$ cat src/rtl/pixout_pkg.sv
package pixout_pkg;
  localparam int DEF_DATA_W  = 12;
  localparam int DEF_SLOTS   = 48;
  localparam int DEF_LATENCY = 11;

  typedef enum logic {
    DCLK_TRACK = 1'b0,
    DCLK_FIXED = 1'b1
  } dclk_mode_e;
endpackage

$ cat src/rtl/slot_phase_decode.sv
module slot_phase_decode
  import pixout_pkg::*;
#(
  parameter int SLOTS = DEF_SLOTS,
  localparam int SW = $clog2(SLOTS)
) (
  input  logic          clk,
  input  logic          rst_n,
  input  logic [SW-1:0] slot_idx,
  input  logic [SW-1:0] phase_raw,
  input  dclk_mode_e    mode,
  output logic          launch,
  output logic          tick,
  output logic          dclk_next
);
  localparam logic [SW:0] SLOTS_X = (SW+1)'(SLOTS);
  localparam logic [SW:0] HALF_X  = (SW+1)'(SLOTS / 2);
  localparam logic [SW:0] LAST_X  = (SW+1)'(SLOTS - 1);

  logic [SW:0] slot_x, eff_x, off_x;

  always_comb begin
    slot_x = {1'b0, slot_idx};
    // out-of-range launch values fall back to slot 0
    eff_x  = ({1'b0, phase_raw} >= SLOTS_X) ? '0 : {1'b0, phase_raw};
    off_x  = (slot_x >= eff_x) ? (slot_x - eff_x) : (slot_x + SLOTS_X - eff_x);
    launch = (slot_x == eff_x);
    tick   = (slot_x == LAST_X);
    if (mode == DCLK_FIXED) dclk_next = (slot_x >= HALF_X);
    else                    dclk_next = (off_x < HALF_X);
  end

  // the decoded launch slot never leaves the legal range
  p_eff_in_range_r4: assert property (@(posedge clk) disable iff (!rst_n)
    eff_x < SLOTS_X);
endmodule

$ cat src/rtl/pixel_delay_line.sv
module pixel_delay_line
  import pixout_pkg::*;
#(
  parameter int DATA_W  = DEF_DATA_W,
  parameter int LATENCY = DEF_LATENCY
) (
  input  logic              clk,
  input  logic              rst_n,
  input  logic              tick,
  input  logic              stb,
  input  logic [DATA_W-1:0] din,
  output logic [DATA_W-1:0] tap
);
  logic [DATA_W-1:0] hold_q;
  logic [DATA_W-1:0] cap;
  logic [DATA_W-1:0] stage_q [LATENCY];

  // a strobe in the boundary slot is taken directly
  assign cap = stb ? din : hold_q;

  always_ff @(posedge clk or negedge rst_n) begin
    if (!rst_n)   hold_q <= '0;
    else if (stb) hold_q <= din;
  end

  for (genvar g = 0; g < LATENCY; g++) begin : g_stage
    if (g == 0) begin : g_head
      always_ff @(posedge clk or negedge rst_n) begin
        if (!rst_n)    stage_q[0] <= '0;
        else if (tick) stage_q[0] <= cap;
      end
    end else begin : g_body
      always_ff @(posedge clk or negedge rst_n) begin
        if (!rst_n)    stage_q[g] <= '0;
        else if (tick) stage_q[g] <= stage_q[g-1];
      end
    end
  end

  assign tap = stage_q[LATENCY-1];

  // the line only advances at pixel boundaries
  p_tap_hold_r2: assert property (@(posedge clk) disable iff (!rst_n)
    !tick |=> $stable(tap));
  // boundary-slot strobe lands in the first stage
  p_edge_strobe_r9: assert property (@(posedge clk) disable iff (!rst_n)
    (tick && stb) |=> stage_q[0] == $past(din));
endmodule

$ cat src/rtl/pixout_stage.sv
module pixout_stage
  import pixout_pkg::*;
#(
  parameter int DATA_W  = DEF_DATA_W,
  parameter int SLOTS   = DEF_SLOTS,
  parameter int LATENCY = DEF_LATENCY,
  localparam int SW = $clog2(SLOTS),
  localparam int CW = SW + 3
) (
  input  logic              clk,
  input  logic              rst_n,
  input  logic [SW-1:0]     slot_idx,
  input  logic              capture_stb,
  input  logic [DATA_W-1:0] pix_in,
  input  logic [CW-1:0]     ctrl_word,
  output logic [DATA_W-1:0] dout,
  output logic              dclk_out
);
  localparam logic [SW-1:0] HALF_S = SW'(SLOTS / 2);

  logic              launch, tick, dclk_next;
  logic [DATA_W-1:0] tap;
  dclk_mode_e        mode;
  logic              unused_delay_bits;

  assign mode              = dclk_mode_e'(ctrl_word[SW]);
  assign unused_delay_bits = ^ctrl_word[CW-1:SW+1];

  slot_phase_decode #(.SLOTS(SLOTS)) u_decode (
    .clk       (clk),
    .rst_n     (rst_n),
    .slot_idx  (slot_idx),
    .phase_raw (ctrl_word[SW-1:0]),
    .mode      (mode),
    .launch    (launch),
    .tick      (tick),
    .dclk_next (dclk_next)
  );

  pixel_delay_line #(.DATA_W(DATA_W), .LATENCY(LATENCY)) u_line (
    .clk   (clk),
    .rst_n (rst_n),
    .tick  (tick),
    .stb   (capture_stb),
    .din   (pix_in),
    .tap   (tap)
  );

  always_ff @(posedge clk or negedge rst_n) begin
    if (!rst_n) begin
      dout     <= '0;
      dclk_out <= 1'b0;
    end else begin
      if (launch) dout <= tap;
      dclk_out <= dclk_next;
    end
  end

  // outputs are cleared while reset is held
  p_reset_clear_r1: assert property (@(posedge clk)
    !rst_n |-> (dout == '0 && !dclk_out));
  // data moves only at the launch edge
  p_dout_hold_r3: assert property (@(posedge clk) disable iff (!rst_n)
    !launch |=> $stable(dout));
  // tracking clock rises together with the data launch
  p_track_rise_r5: assert property (@(posedge clk) disable iff (!rst_n)
    (launch && !ctrl_word[SW] && $stable(ctrl_word[SW:0])) |=> $rose(dclk_out));
  // fixed clock follows the slot halves
  p_fixed_high_r6: assert property (@(posedge clk) disable iff (!rst_n)
    (ctrl_word[SW] && slot_idx >= HALF_S) |=> dclk_out);
  p_fixed_low_r6: assert property (@(posedge clk) disable iff (!rst_n)
    (ctrl_word[SW] && slot_idx < HALF_S) |=> !dclk_out);
  // an out-of-range launch value acts as slot 0
  p_wrap_phase_r4: assert property (@(posedge clk) disable iff (!rst_n)
    ({1'b0, ctrl_word[SW-1:0]} >= (SW+1)'(SLOTS) && !ctrl_word[SW] && slot_idx == '0)
      |=> dclk_out);
endmodule

$ cat config.mk
export PLATFORM = sky130hd
export DESIGN_NAME = pixout_stage
export DESIGN_NICKNAME = d
export VERILOG_FILES = /design/src/rtl/pixout_pkg.sv /design/src/rtl/slot_phase_decode.sv /design/src/rtl/pixel_delay_line.sv /design/src/rtl/pixout_stage.sv
export SDC_FILE = /design/constraint.sdc
export NUM_CORES = 1
export LEC_CHECK = 0
export BUFFER_PORTS_ARGS = -buffer_cell sky130_fd_sc_hd__buf_2
export CAP_MARGIN = 20
export CORE_MARGIN = 10
export CORE_UTILIZATION = 60
export CTS_BUF_LIST = sky130_fd_sc_hd__clkbuf_4 sky130_fd_sc_hd__clkbuf_8 sky130_fd_sc_hd__clkbuf_16
export DETAILED_ROUTE_END_ITERATION = 10
export PLACE_DENSITY_LB_ADDON = 0.15
export SLEW_MARGIN = 20
export SYNTH_ARGS = -nofsm -noshare
export SYNTH_HDL_FRONTEND = slang
export SYNTH_SLANG_ARGS = --single-unit
$ cat constraint.sdc
create_clock -name clk -period 1.26 [get_ports clk]
set_input_delay 0.252 -clock clk [delete_from_list [all_inputs] [get_ports clk]]
set_output_delay 0.252 -clock clk [all_outputs]
set_load 0.02 [all_outputs]
==> metrics.cfg <==
[place]
port_buffers=40
dpl-instance-area_sq_mm=0.007631
dp.final_hpwl_um=7458
place.gp.congestion=0.8129
post-place-ws_ns=-0.9438

[grt]
grt-ovfl-total=0
grt_pass1_vias=4121
antenna_found_initial=0
grt_use_met3=0.04740
grt-busiest-layer=met2
grt_max_degree=43
grt_pass1_wl_um=22600
grt_usage=0.1947
use_met1=0.2536
global_route.usage.met2=0.3176

[sta]
fin_crit_sh=1.405
rsz0062_at_grt=true
fin_ws_ns=-0.5098
tns_ns=-7.993
finalHoldViolCount=0
setup_viol=124
maxSlewViolCount=0
worstMarginPinSlew_ns=0.4631
max_freq_ghz=0.5650
skew_ns=0.01039
slew-limit-headroom=0.6912
finalCriticalPeriod_ns=1.770

[synth]
synthArstFlopShare=1.000
synth_top_area_share=0.6176
synth_most_common_cell=dfrtp_1
synth.cell_area_sq_mm=0.006361
ys.flop_type=dfrtp_1
synthTopCellsByCount=157 x dfrtp_1, 80 x mux2_1, 76 x mux2_2
syn_nets=447
ys_warn_count=0
ys_top_cells_by_area=dfrtp_1 62%, mux2_1 14%, mux2_2 13%
synth_top_area_cell=dfrtp_1
yosysUniqueCellTypes=27
ys_seq_area_frac=0.6176
synth_cells=401
syn_area_per_cell_sq_um=15.86
synth-seq-cells=157
synth_edf_count=0

[clock_tree]
numCtsBuffers=17
cts_sinks=157
root_buffer=clkbuf_8
htree_levels=4
clk_pin_slew_ns=0.07
worstSkewPairLatency_ns=0.53
cts_tree=done
cts_max_path_buffers=2

[cells_and_area]
drive_gt1_frac=0.5971
finalNetCount=584
n_fill_cell=379
diodes=0
fin_area_sq_mm=0.009215
area_delta_synth_final_pct=44.87

[detailed_routing]
routed_wl_um=17080
drt-initial-drc-count=323
drtPass1Iterations=4
drc=0
viasPerCell=5.723
vias=3932
avgRoutedWirePerCell_um=24.85
antenna_left=0

[setup_path]
cp.arrival_ns=2.20
endpoint_kind=register
critical_path_class=in -> reg
worstPathMaxFanout=4
cp-start-kind=input port
required_ns=1.69

[hold_path]
hold_class=in -> async

[floorplan]
dieArea_sq_mm=0.01512
row_count=37
io_pins=43
start_util=0.6162
die_w_um=123.0
coreArea_sq_mm=0.01032
fp.dieH_um=123.0

[run_status]
outcome=complete, but fails checks
violations=setup timing

[power_and_ir_drop]
ir_drop_uv=1125
power_leakage_nw=4.488
power_density_mw_per_mm2=1259

[flow_run]
cap_violations=0

## power breakdown
group	switching [mW]	internal (mW)
Combinational	0.526	0.661
Clock	2.19	2.86
Sequential	0.127	5.24
Total	2.84	8.76
## cells by family (layout without fill, tap and decap cells)
group	count (synthesis)	count (layout)	share of synthesized area
AO/OA/AOI/OAI	17	17	0.01810
XOR/XNOR	5	5	0.006884
adder cells (fa/ha/maj)	16	16	0.03501
buffers and inverters	24	174	0.02557
flip-flops	157	157	0.6176
multiplexers	156	156	0.2762
AND/OR/NAND/NOR	26	26	0.02065
## registers in the layout, summed over array words and instances, names as in the netlist
signal          count
dclk_out            1
dout               12
u_line.stage_q    120
u_line.hold_q      12
u_line.tap         12
## layout make-up
class	instances	area (sq um)	area share
Clock buffer	21	469.2	0.05092
Clock inverter	11	106.4	0.01154
Inverter	8	42.54	0.004616
Multi-Input combinational cell	220	2957	0.3208
Sequential cell	157	3929	0.4263
Tap cell	136	170.2	0.01847
Timing Repair Buffer	134	1541	0.1673
## per-stage QoR
stage	util	hold WS, ns	total power, mW	cells
3_3_place_gp	0.7392	0.2034	6.342	604
6_report	0.8926	0.2187	11.60	687
5_1_grt	0.8926	0.2330	11.95	687
4_1_cts	0.8681	0.1626	11.42	674
2_1_floorplan	-	-0.04359	6.003	401
3_5_place_dp	0.7392	0.1995	6.391	604
## final timing paths
check,cells past startpoint,from,slack [ns],endpoint
setup / recovery,11,ctrl_word[4],-0.51,dclk_out$_DFF_PN0_
hold / removal,2,rst_n,0.22,u_line.stage_q[24]$_DFFE_PN0N_
setup reg to reg,2,u_line.hold_q[10]$_DFF_PN0_,0.20,u_line.stage_q[130]$_DFFE_PN0N_
hold reg to reg,1,u_line.hold_q[7]$_DFF_PN0_,0.50,u_line.hold_q[7]$_DFF_PN0_
max in group asynchronous,3,rst_n,0.45,u_line.tap[0]$_DFFE_PN0N_
min in group clk,2,capture_stb,0.24,u_line.hold_q[4]$_DFF_PN0_
## per-layer routing
layer	wire (um)	vias to the layer above	part of all wire
li1	-	1698	-
met1	6971	2085	0.41
met2	9020	114	0.53
met3	651	35	0.038
met4	432	0	0.025
met5	0	-	0
## critical path, cell delays in order
cell and delay (ns):
buf_12 0.11, nand2_8 0.08, nand2_4 0.06, buf_6 0.12, fa_1 0.48, a21oi_1 0.20
a21oi_1 0.11, xnor2_1 0.16, a22oi_1 0.22, a22oi_1 0.13, o31ai_1 0.27
## cells in the final DEF, fill, tap and decap left out, types with 2 or more instances in the layout
cell	Yosys	routed
fa_1	3	2
mux2_4	0	144
clkinv_2	0	2
nand2_4	0	4
buf_8	0	2
buf_6	8	32
ha_1	13	7
a22oi_1	2	2
clkinvlp_4	0	3
clkbuf_16	0	23
buf_12	0	16
ha_4	0	5
nand2_1	12	7
nor3_4	0	2
inv_6	0	4
dfrtp_1	157	157
clkbuf_8	0	5
nor2_1	4	4
xnor2_1	5	5
mux2_2	76	12
dlygate4sd3_1	0	14
a21oi_1	6	6
o21ba_2	3	2
buf_2	7	23
buf_16	0	5
nand2b_1	3	2
buf_4	1	35
o22ai_1	3	2
inv_1	7	6
## repair_timing
| action | 4_1_cts | 5_1_grt |
|---|---|---|
| hold buffers | 14 | 0 |
| gates cloned | 5 | 7 |
| hold endpoints to repair | 53 | 0 |
| setup endpoints to repair | 134 | 143 |
| buffers inserted | 19 | 10 |
| resized for setup | 78 | 18 |
| pin swaps | 8 | 4 |
Note: power is estimated with default switching activity, not from simulation.
